==> src/rtl/qisr_pkg.sv <==
package qisr_pkg;
  localparam int REG_ADDR_W = 4;
  localparam int REG_W      = 32;
  localparam int HALF_W     = 16;
  localparam int EXC_W      = 5;

  localparam logic [REG_ADDR_W-1:0] RA_DONE_STAT = 4'd0;
  localparam logic [REG_ADDR_W-1:0] RA_DONE_EN   = 4'd1;
  localparam logic [REG_ADDR_W-1:0] RA_EXC_STAT  = 4'd2;
  localparam logic [REG_ADDR_W-1:0] RA_EXC_EN    = 4'd3;
  localparam logic [REG_ADDR_W-1:0] RA_TXERR     = 4'd4;
  localparam logic [REG_ADDR_W-1:0] RA_TXERR_EN  = 4'd5;
  localparam logic [REG_ADDR_W-1:0] RA_RXERR0    = 4'd6;
  localparam logic [REG_ADDR_W-1:0] RA_RXERR0_EN = 4'd7;
  localparam logic [REG_ADDR_W-1:0] RA_RXERR1    = 4'd8;
  localparam logic [REG_ADDR_W-1:0] RA_RXERR1_EN = 4'd9;

  // summary bit positions
  localparam int EXB_RX_CS  = 0;
  localparam int EXB_RX_LEN = 1;
  localparam int EXB_RX_ZLP = 2;
  localparam int EXB_TX_CS  = 3;
  localparam int EXB_TX_LEN = 4;

  // queue endpoints are 1 .. n-1; endpoint 0 is never a queue
  function automatic logic [HALF_W-1:0] queue_ep_mask(input int n);
    logic [HALF_W-1:0] m;
    m = '0;
    for (int i = 1; i < HALF_W; i++) begin
      if (i < n) m[i] = 1'b1;
    end
    return m;
  endfunction
endpackage

==> src/rtl/qisr_w1c_bank.sv <==
module qisr_w1c_bank #(
  parameter int           W    = 32,
  parameter logic [W-1:0] MASK = '1
) (
  input  logic         clk,
  input  logic         rst_n,
  input  logic [W-1:0] set_i,
  input  logic [W-1:0] gate_i,
  input  logic [W-1:0] clr_i,
  output logic [W-1:0] q_o
);
  logic [W-1:0] q_q;
  logic [W-1:0] q_d;
  logic [W-1:0] set_ok;
  logic         upd;

  always_comb begin
    set_ok = set_i & gate_i & MASK;
    // set has priority over a same-cycle clear
    q_d    = (q_q & ~clr_i) | set_ok;
    upd    = (|set_ok) | (|(clr_i & q_q));
  end

  always_ff @(posedge clk or negedge rst_n) begin
    if (!rst_n) begin
      q_q <= '0;
    end else if (upd) begin
      q_q <= q_d;
    end
  end

  assign q_o = q_q;
endmodule

==> src/rtl/qisr_rw_reg.sv <==
module qisr_rw_reg #(
  parameter int W = 32
) (
  input  logic         clk,
  input  logic         rst_n,
  input  logic         we_i,
  input  logic [W-1:0] wdata_i,
  output logic [W-1:0] q_o
);
  logic [W-1:0] q_q;
  logic [W-1:0] q_d;

  always_comb begin
    q_d = wdata_i;
  end

  always_ff @(posedge clk or negedge rst_n) begin
    if (!rst_n) begin
      q_q <= '0;
    end else if (we_i) begin
      q_q <= q_d;
    end
  end

  assign q_o = q_q;
endmodule

==> src/rtl/qisr_irq_reduce.sv <==
module qisr_irq_reduce
  import qisr_pkg::*;
(
  input  logic [REG_W-1:0]  done_q_i,
  input  logic [REG_W-1:0]  done_en_i,
  input  logic [REG_W-1:0]  txerr_i,
  input  logic [REG_W-1:0]  rxerr0_i,
  input  logic [HALF_W-1:0] rxerr1_i,
  input  logic [EXC_W-1:0]  exc_en_i,
  output logic [EXC_W-1:0]  exc_o,
  output logic              irq_o
);
  always_comb begin
    exc_o             = '0;
    exc_o[EXB_RX_CS]  = |rxerr0_i[HALF_W-1:0];
    exc_o[EXB_RX_LEN] = |rxerr0_i[REG_W-1:HALF_W];
    exc_o[EXB_RX_ZLP] = |rxerr1_i;
    exc_o[EXB_TX_CS]  = |txerr_i[HALF_W-1:0];
    exc_o[EXB_TX_LEN] = |txerr_i[REG_W-1:HALF_W];
    irq_o = (|(done_q_i & done_en_i)) | (|(exc_o & exc_en_i));
  end
endmodule

==> src/rtl/qisr_aggregator.sv <==
module qisr_aggregator
  import qisr_pkg::*;
#(
  parameter int NUM_EP = 16
) (
  input  logic                  clk,
  input  logic                  rst_n,
  input  logic [NUM_EP-1:0]     tx_done_evt,
  input  logic [NUM_EP-1:0]     rx_done_evt,
  input  logic [NUM_EP-1:0]     tx_cs_err_evt,
  input  logic [NUM_EP-1:0]     tx_len_err_evt,
  input  logic [NUM_EP-1:0]     rx_cs_err_evt,
  input  logic [NUM_EP-1:0]     rx_len_err_evt,
  input  logic [NUM_EP-1:0]     rx_zlp_evt,
  input  logic                  reg_wr,
  input  logic [REG_ADDR_W-1:0] reg_addr,
  input  logic [REG_W-1:0]      reg_wdata,
  output logic [REG_W-1:0]      reg_rdata,
  output logic                  irq
);
  localparam logic [HALF_W-1:0] EP_MASK   = queue_ep_mask(NUM_EP);
  localparam logic [REG_W-1:0]  PAIR_MASK = {EP_MASK, EP_MASK};

  logic [HALF_W-1:0] tx_done_pad, rx_done_pad, tx_cs_pad, tx_len_pad;
  logic [HALF_W-1:0] rx_cs_pad, rx_len_pad, rx_zlp_pad;

  always_comb begin
    tx_done_pad = '0; rx_done_pad = '0; tx_cs_pad = '0; tx_len_pad = '0;
    rx_cs_pad   = '0; rx_len_pad  = '0; rx_zlp_pad = '0;
    tx_done_pad[NUM_EP-1:0] = tx_done_evt;
    rx_done_pad[NUM_EP-1:0] = rx_done_evt;
    tx_cs_pad[NUM_EP-1:0]   = tx_cs_err_evt;
    tx_len_pad[NUM_EP-1:0]  = tx_len_err_evt;
    rx_cs_pad[NUM_EP-1:0]   = rx_cs_err_evt;
    rx_len_pad[NUM_EP-1:0]  = rx_len_err_evt;
    rx_zlp_pad[NUM_EP-1:0]  = rx_zlp_evt;
  end

  // write decode
  logic we_done_en, we_exc_en, we_txerr_en, we_rxerr0_en, we_rxerr1_en;
  logic [REG_W-1:0]  clr_done, clr_txerr, clr_rxerr0;
  logic [HALF_W-1:0] clr_rxerr1;

  always_comb begin
    we_done_en   = reg_wr && (reg_addr == RA_DONE_EN);
    we_exc_en    = reg_wr && (reg_addr == RA_EXC_EN);
    we_txerr_en  = reg_wr && (reg_addr == RA_TXERR_EN);
    we_rxerr0_en = reg_wr && (reg_addr == RA_RXERR0_EN);
    we_rxerr1_en = reg_wr && (reg_addr == RA_RXERR1_EN);
    clr_done   = (reg_wr && reg_addr == RA_DONE_STAT) ? reg_wdata : '0;
    clr_txerr  = (reg_wr && reg_addr == RA_TXERR)     ? reg_wdata : '0;
    clr_rxerr0 = (reg_wr && reg_addr == RA_RXERR0)    ? reg_wdata : '0;
    clr_rxerr1 = (reg_wr && reg_addr == RA_RXERR1)    ? reg_wdata[HALF_W-1:0] : '0;
  end

  // enable registers
  logic [REG_W-1:0]  done_en_q, txerr_en_q, rxerr0_en_q;
  logic [HALF_W-1:0] rxerr1_en_q;
  logic [EXC_W-1:0]  exc_en_q;

  qisr_rw_reg #(.W(REG_W)) u_done_en (
    .clk(clk), .rst_n(rst_n), .we_i(we_done_en), .wdata_i(reg_wdata), .q_o(done_en_q));
  qisr_rw_reg #(.W(EXC_W)) u_exc_en (
    .clk(clk), .rst_n(rst_n), .we_i(we_exc_en), .wdata_i(reg_wdata[EXC_W-1:0]), .q_o(exc_en_q));
  qisr_rw_reg #(.W(REG_W)) u_txerr_en (
    .clk(clk), .rst_n(rst_n), .we_i(we_txerr_en), .wdata_i(reg_wdata), .q_o(txerr_en_q));
  qisr_rw_reg #(.W(REG_W)) u_rxerr0_en (
    .clk(clk), .rst_n(rst_n), .we_i(we_rxerr0_en), .wdata_i(reg_wdata), .q_o(rxerr0_en_q));
  qisr_rw_reg #(.W(HALF_W)) u_rxerr1_en (
    .clk(clk), .rst_n(rst_n), .we_i(we_rxerr1_en), .wdata_i(reg_wdata[HALF_W-1:0]), .q_o(rxerr1_en_q));

  // status banks
  logic [REG_W-1:0]  done_q, txerr_q, rxerr0_q;
  logic [HALF_W-1:0] rxerr1_q;
  logic [REG_W-1:0]  done_set, txerr_set, rxerr0_set;

  always_comb begin
    done_set   = {rx_done_pad, tx_done_pad};
    txerr_set  = {tx_len_pad, tx_cs_pad};
    rxerr0_set = {rx_len_pad, rx_cs_pad};
  end

  qisr_w1c_bank #(.W(REG_W), .MASK(PAIR_MASK)) u_done (
    .clk(clk), .rst_n(rst_n), .set_i(done_set), .gate_i('1),
    .clr_i(clr_done), .q_o(done_q));
  qisr_w1c_bank #(.W(REG_W), .MASK(PAIR_MASK)) u_txerr (
    .clk(clk), .rst_n(rst_n), .set_i(txerr_set), .gate_i(txerr_en_q),
    .clr_i(clr_txerr), .q_o(txerr_q));
  qisr_w1c_bank #(.W(REG_W), .MASK(PAIR_MASK)) u_rxerr0 (
    .clk(clk), .rst_n(rst_n), .set_i(rxerr0_set), .gate_i(rxerr0_en_q),
    .clr_i(clr_rxerr0), .q_o(rxerr0_q));
  qisr_w1c_bank #(.W(HALF_W), .MASK(EP_MASK)) u_rxerr1 (
    .clk(clk), .rst_n(rst_n), .set_i(rx_zlp_pad), .gate_i(rxerr1_en_q),
    .clr_i(clr_rxerr1), .q_o(rxerr1_q));

  logic [EXC_W-1:0] exc_stat;

  qisr_irq_reduce u_reduce (
    .done_q_i(done_q), .done_en_i(done_en_q), .txerr_i(txerr_q),
    .rxerr0_i(rxerr0_q), .rxerr1_i(rxerr1_q), .exc_en_i(exc_en_q),
    .exc_o(exc_stat), .irq_o(irq));

  // read mux
  always_comb begin
    reg_rdata = '0;
    case (reg_addr)
      RA_DONE_STAT: reg_rdata = done_q;
      RA_DONE_EN:   reg_rdata = done_en_q;
      RA_EXC_STAT:  reg_rdata[EXC_W-1:0] = exc_stat;
      RA_EXC_EN:    reg_rdata[EXC_W-1:0] = exc_en_q;
      RA_TXERR:     reg_rdata = txerr_q;
      RA_TXERR_EN:  reg_rdata = txerr_en_q;
      RA_RXERR0:    reg_rdata = rxerr0_q;
      RA_RXERR0_EN: reg_rdata = rxerr0_en_q;
      RA_RXERR1:    reg_rdata[HALF_W-1:0] = rxerr1_q;
      RA_RXERR1_EN: reg_rdata[HALF_W-1:0] = rxerr1_en_q;
      default:      reg_rdata = '0;
    endcase
  end
endmodule

==> config.mk <==
export PLATFORM = sky130hd
export DESIGN_NAME = qisr_aggregator
export DESIGN_NICKNAME = d
export VERILOG_FILES = /design/src/rtl/qisr_pkg.sv /design/src/rtl/qisr_w1c_bank.sv /design/src/rtl/qisr_rw_reg.sv /design/src/rtl/qisr_irq_reduce.sv /design/src/rtl/qisr_aggregator.sv
export SDC_FILE = /design/constraint.sdc
export NUM_CORES = 1
export LEC_CHECK = 0
export ABC_AREA = 1
export ABC_CLOCK_PERIOD_IN_PS = 1580
export BUFFER_PORTS_ARGS = -buffer_cell sky130_fd_sc_hd__buf_2
export CAP_MARGIN = 20
export CELL_PAD_IN_SITES_DETAIL_PLACEMENT = 1
export CELL_PAD_IN_SITES_GLOBAL_PLACEMENT = 1
export CORE_ASPECT_RATIO = 1.1
export CORE_MARGIN = 2
export CORE_UTILIZATION = 37
export CTS_CLUSTER_DIAMETER = 60
export DETAILED_ROUTE_END_ITERATION = 6
export HOLD_SLACK_MARGIN = 0.15
export PLACE_DENSITY = 0.78
export SLEW_MARGIN = 15
export SYNTH_ARGS = -nofsm -noshare
export SYNTH_HDL_FRONTEND = slang
export SYNTH_HIERARCHICAL = 1
export SYNTH_SLANG_ARGS = --single-unit
==> constraint.sdc <==
create_clock -name clk -period 1.58 [get_ports clk]
set_clock_uncertainty 0.2 [all_clocks]
set_input_delay 0.316 -clock clk [delete_from_list [all_inputs] [get_ports clk]]
set_output_delay 0.316 -clock clk [all_outputs]
set_load 0.01 [all_outputs]
==> results of run 1 <==
[cell type report]
type	instances	area [um^2]	share of cell area (%)
inverter	179	716.9	3.735
timing repair buffer	550	4862	25.33
tap	432	540.5	2.816
sequential	229	5734	29.87
clock inverter	11	108.9	0.5671
antenna	1	2.502	0.01304
multi-input combinational	1420	6394	33.31
clock buffer	45	837.1	4.361
[power breakdown]
part | internal, mW | switching (mW) | leakage, nW | total (mW)
sequential | 6.81 | 0.883 | 2.54 | 7.69
clock | 3.85 | 2.96 | 0.460 | 6.81
combinational | 2.15 | 2.64 | 7.00 | 4.78
[registers in the layout (all words and copies together), names as in the netlist]
| register | cells |
|---|---|
| u_done/q_o | 32 |
| u_done_en/q_o | 32 |
| u_exc_en/q_o | 5 |
| u_rxerr0/q_o | 32 |
| u_rxerr0_en/q_o | 32 |
| u_rxerr1/q_o | 16 |
| u_rxerr1_en/q_o | 16 |
| u_txerr/q_o | 32 |
| u_txerr_en/q_o | 32 |
[kinds of logic (layout without fill, tap and decap cells)]
| family | Yosys count | after routing | synth area share, % |
|---|---|---|---|
| compound gates | 1 | 1 | 0.06063 |
| simple gates | 1389 | 1389 | 43.98 |
| flops | 229 | 229 | 46.27 |
| buf+inv | 237 | 785 | 9.657 |
| other cells | 1 | 31 | 0.03028 |
[per-stage QoR]
step | total power [mW] | worst slack [ps] | cells
global placement | 10.94 | -515.8 | 2646
global route | 19.97 | -1193 | 2867
CTS | 18.36 | -978.1 | 2849
floorplan | 9.020 | -11.60 | 1886
finish | 19.28 | -1160 | 2867
detailed placement | 11.15 | -536.6 | 2646
[layout by cell type (no fill, tap or decap), types with 32 or more instances in the layout]
cell	count
buf_2	162
buf_4	128
buf_6	84
clkbuf_16	32
dfrtp_1	226
dlygate4sd3_1	138
inv_1	166
nand2_1	913
nand2_2	136
nand3_1	53
nor2_1	166
nor2_2	52
[repair_timing]
| action | in CTS | in global routing |
|---|---|---|
| setup endpoints to repair | 33 | 66 |
| hold endpoints to repair | 458 | 32 |
| cloned | 2 | 3 |
| pin swaps | 105 | 111 |
| buffers inserted | 25 | 30 |
| gates resized for setup | 153 | 204 |
[layer usage]
layer / global-route usage [%] / share of wire [%] / routed length, um / up-vias
met5: 0 / 0.019 / 13 / -
met2: 59.47 / 49 / 32500 / 817
li1: - / - / - / 6545
met3: 6.124 / 7.7 / 5157 / 335
met4: 19.30 / 7.0 / 4678 / 2
met1: 39.31 / 37 / 24390 / 7531
[final timing paths]
kind                                                      from                            end  slack (ps)  cells after the start
worst max-delay path               u_txerr/q_o[10]$_DFFE_PN0P_                   reg_rdata[3]       -1160                      9
worst min-delay path                                     rst_n      u_done/q_o[5]$_DFFE_PN0P_          30                      2
worst max register to register       u_done/q_o[9]$_DFFE_PN0P_      u_done/q_o[9]$_DFFE_PN0P_         310                      5
worst min register to register  u_txerr_en/q_o[30]$_DFFE_PN0P_    u_txerr/q_o[30]$_DFFE_PN0P_         300                      2
max in group asynchronous                                rst_n   u_rxerr0/q_o[22]$_DFFE_PN0P_         530                      3
min in group clk                                   reg_addr[2]  u_txerr_en/q_o[1]$_DFFE_PN0P_         250                      6
[critical path: cells and delay by family (launching register included)]
kind	cells	cell delay (ps)
and+or+nand+nor	8	1100
DFF	1	400
buffers and inverters	1	150
==> results.md, run 1 <==
- CP required: about 1100 ps
- Placed Area: approximately 15,000 um^2
- Total congestion overflow: 0
- Avg Inst Size Synth: ~6.7 um^2
- Most instantiated cells after synthesis: nand2_1 (1,040), dfrtp_1 (229), nor2_1 (226)
- DP HPWL: around 36,000 um
- Vias/cell: 5.312
- Final-layout fill cell count: about 4,200
- Final setup TNS: -20,440 ps
- Final nets: ~2,600
- Most used DFF post-synth: dfrtp_1
- Unique masters post-synth: 21
- CP max-delay cell: dfrtp_1
- Residual DRC: 0
- CTS tree: done
- Core area: around 33,000 um^2
- CTS buffer count: 30
- Period utilization: 173.4%
- Via count: approximately 15,000
- Area share of the leading cell type in the synthesized netlist: a little under half
- Cell accounting for the most synthesized area: dfrtp_1
- Power Density: ~1000 nW/um^2
- Max-capacitance violation count: 0
- Routed len/inst: roughly 23 um
- IO Pins: 184
- Global-route wire length before repair: just over 90,000 um
- Fin worst setup slack: -1160 ps
- Drt first pass iters: 5
- Synth area leaders: dfrtp_1 (46%), nand2_1 (32%), nor2_1 (6.8%)
- Worst setup SP type: register
- WP data arrival: approximately 2200 ps
- Final core utilization: between 50 and 60%
- Cell mode on critical path: nor2_2
- Worst min path class: in2async
- Ys Warns: 6
- Synthesized flop and latch total: around 230
- Vias in the first global route: 16,329
- Root Driver: clkbuf_16
- Count of input and output buffers: approximately 180
- Hold_buf cts: roughly 140
- Clock Latency Late Sink: around 580 ps
- # rows: 70
- P&R area growth vs syn: 54.99%
- Critical Path End Type: output port
- DRT antenna net count: 0
- Mapped Cells: between 1,500 and 2,000
- Critical path fanouts, max: 2
- Initial DRC count: approximately 1,300
- RSZ-0062 raised after global routing: yes
- Layout cell share with drive strength beyond 1: 29.87%
- Hold Worst Slack: around 32 ps
- Cell area after layout: between 15,000 and 20,000 um^2
- Run status: complete, but fails checks
- Syn Std Cell Area: ~12,000 um^2
- Die Footprint: 34,960 um^2
- Setup violations, final: 41
- Pin count of the biggest net entering global routing: 45
- Sink Count: 229
- Kind of critical path: reg2out
- Sequential share of the synthesized area: 46.27%
- Initial Util: 37.41%
- Failing checks: setup timing
- Drt total wl: approximately 67,000 um
- Max Clk Rate: about 0.36 GHz
- VDD IR max: 0.0006482 V
- Cell with the most instances after synthesis: nand2_1
- Reg clk slew, reported paths: about 60 ps
- Die height: roughly 200 um
- Max Root-Sink Buffers: 3
- Worst path max stage delay: about 400 ps
- GRT Total Usage: approximately a third
- CTS H-Tree Depth: 1
- Leakage: around 10 nW
- Routability congestion estimate from global placement: 0.8425
- Min cycle time layout: 2740 ps
- Number of flops mapped to enable cells by yosys: 0
- Worst path cell trace: nor2_2 -> nand2_1 -> nor2_2 -> nand2_2 -> nand3_2 -> nand2_2 -> nor2_2 -> nand3_1 -> buf_2
- Ys async rst share: 100.0%
- Slew Viols, Final: 0
- Die X: approximately 180 um
- Initial antenna violation count: 2
- Final hold viol count: 0
(Power assumes the default switching activity.)
==> run 2, diff against run 1 <==
--- a/config.mk
+++ b/config.mk
@@ -12,7 +12,7 @@
 export CELL_PAD_IN_SITES_DETAIL_PLACEMENT = 1
 export CELL_PAD_IN_SITES_GLOBAL_PLACEMENT = 1
 export CORE_ASPECT_RATIO = 1.1
-export CORE_MARGIN = 2
+export CORE_MARGIN = 5
 export CORE_UTILIZATION = 37
 export CTS_CLUSTER_DIAMETER = 60
 export DETAILED_ROUTE_END_ITERATION = 6
==> results.md, run 2 (same netlist as run 1, synthesis figures left out) <==
- IO Pins: 184
- Worst min path class: in2async
- P&R area growth vs syn: 55.75%
- Die Footprint: 37,240 um^2
- CTS tree: done
- Root Driver: clkbuf_16
- Max Root-Sink Buffers: 3
- Kind of critical path: reg2out
- Initial DRC count: 1,016
- Period utilization: 163.7%
- Failing checks: setup timing
- Slew Viols, Final: 0
- Power Density: 1033 nW/um^2
- Initial Util: between 30% and 40%
- Comb pwr share: between 20% and 30%
- Vias/cell: 5.222
- Vias in the first global route: about 17,000
- # rows: 70
- Sink Count: approximately 230
- Max-capacitance violation count: 0
- Leakage: 10.13 nW
- Via count: between 15,000 and 20,000
- Commonest non-fill, non-tap cell in the layout: nand2_1
- Clock Latency Late Sink: 550 ps
- Hold_buf cts: about 140
- Max Clk Rate: 0.3866 GHz
- DRT antenna net count: 0
- Setup violations, final: 36
- Total congestion overflow: 0
- Initial antenna violation count: 1
- Most frequent cells in the layout: nand2_1 (927), dfrtp_1 (228), nor2_1 (178), inv_1 (165), buf_2 (165)
- Net Sw Frac: between 30% and 40%
- GRT Total Usage: between 30% and 40%
- Die X: 184.4 um
- Min cycle time layout: approximately 2600 ps
- DP HPWL: 36,670 um
- CP required: between 1000 and 1500 ps
- R2r worst-path depth: 4
- Routed len/inst: between 20 and 25 um
- WP data arrival: about 2100 ps
- Power, Total: between 15 and 20 mW
- Share of total power in the clock network: between 30% and 40%
- Pin count of the biggest net entering global routing: 41
- Final hold viol count: 0
- Critical Path End Type: output port
- Worst setup SP type: register
- Placed insts: approximately 2,700
- CTS H-Tree Depth: 1
- Routability congestion estimate from global placement: around 0.88
- Reg clk slew, reported paths: ~60 ps
- Switch Pwr: between 6 and 7 mW
- CTS buffer count: 29
- Die height: 201.9 um
- Internal: 13.66 mW
- Final-layout fill cell count: a little over 4,000
- Count of input and output buffers: 176
- Non-Filler Instances: around 2,900
- Layout cell share with drive strength beyond 1: between 20 and 30%
- Register Area: roughly 5700 um^2
- Global-route wire length before repair: 92,830 um
- Drt total wl: 65,710 um
- Run status: complete, but fails checks
- Drt first pass iters: 5
- Fin worst setup slack: -1006 ps
- Final nets: between 2,000 and 3,000
- RSZ-0062 raised after global routing: yes
- Core area: 33,190 um^2
- VDD IR max: 0.001034 V
- Critical path fanouts, max: 2
- Sequential power share: a little under 40%
- Residual DRC: 0
- Multi-input logic area: between 6000 and 7000 um^2
run 2: critical path, cell delays in order, from the launching register on:
cell,delay [ps]
dfrtp_1,410
nor2_2,130
nand2_1,80
nor2_1,110
buf_4,150
nand2_2,80
nand2_1,100
nand2_1,70
nor2_1,120
nand2_1,110
buf_2,160
run 2: through the flow:
stage          TNS (ps)  instance area [um^2]  setup slack [ps]  hold slack [ps]  util, %
2_1_floorplan    -206.4                 12580            -11.60           -179.6        -
3_3_place_gp     -86880                 15440            -535.6            61.61    46.51
3_5_place_dp    -102960                 15440            -592.1            63.52    46.51
4_1_cts          -17430                 18680            -917.8            100.2    56.27
5_1_grt          -20760                 19290             -1090            124.4    58.12
6_report         -18500                 19290             -1006            96.53    58.12
run 2: worst paths after layout:
path / start / endpoint / slack, ps
hold / removal: rst_n / u_rxerr0/q_o[3]$_DFFE_PN0P_ / 100
min in group clk: reg_addr[2] / u_rxerr1_en/q_o[5]$_DFFE_PN0P_ / 210
hold reg to reg: u_rxerr1_en/q_o[0]$_DFFE_PN0P_ / u_rxerr1_en/q_o[0]$_DFFE_PN0P_ / 280
setup / recovery: u_rxerr1/q_o[12]$_DFFE_PN0P_ / irq / -1010
setup reg to reg: u_rxerr1/q_o[11]$_DFFE_PN0P_ / u_rxerr1/q_o[11]$_DFFE_PN0P_ / 430
max in group asynchronous: rst_n / u_rxerr1_en/q_o[12]$_DFFE_PN0P_ / 470
run 2: per-layer routing:
metal	GRT usage [%]	share of wire [%]	up-vias
met5	0	0	-
met4	16.11	7.0	0
met3	4.806	6.2	294
met2	59.54	51	738
met1	35.50	36	7399
li1	-	-	6581
run 2: power groups by stage:
| stage | Combinational [mW] | Clock [mW] | Sequential, mW |
|---|---|---|---|
| 6_report | 4.72 | 7.53 | 7.67 |
| 5_1_grt | 5.05 | 7.81 | 7.75 |
| 4_1_cts | 4.17 | 7.45 | 7.55 |
| 3_5_place_dp | 3.58 | 0 | 7.60 |
| 3_3_place_gp | 3.43 | 0 | 7.53 |
| 2_1_floorplan | 1.54 | 0 | 7.48 |
run 2: layout make-up:
cell class                 instances  area share [%]
antenna                            1         0.01297
clock buffer                      39           4.216
clock inverter                    11           1.206
inverter                         179           3.716
multi-input combinational       1420           32.70
sequential                       229           29.71
tap                              432           2.802
timing repair buffer             564           25.64
run 2: what timing repair did:
action                                  in CTS  in global routing
pin swaps                                  125                 71
endpoints found under the setup margin      35                 78
setup buffers                               34                 26
endpoints found under the hold margin      458                 31
cloned                                       5                  1
resized for setup                          180                145
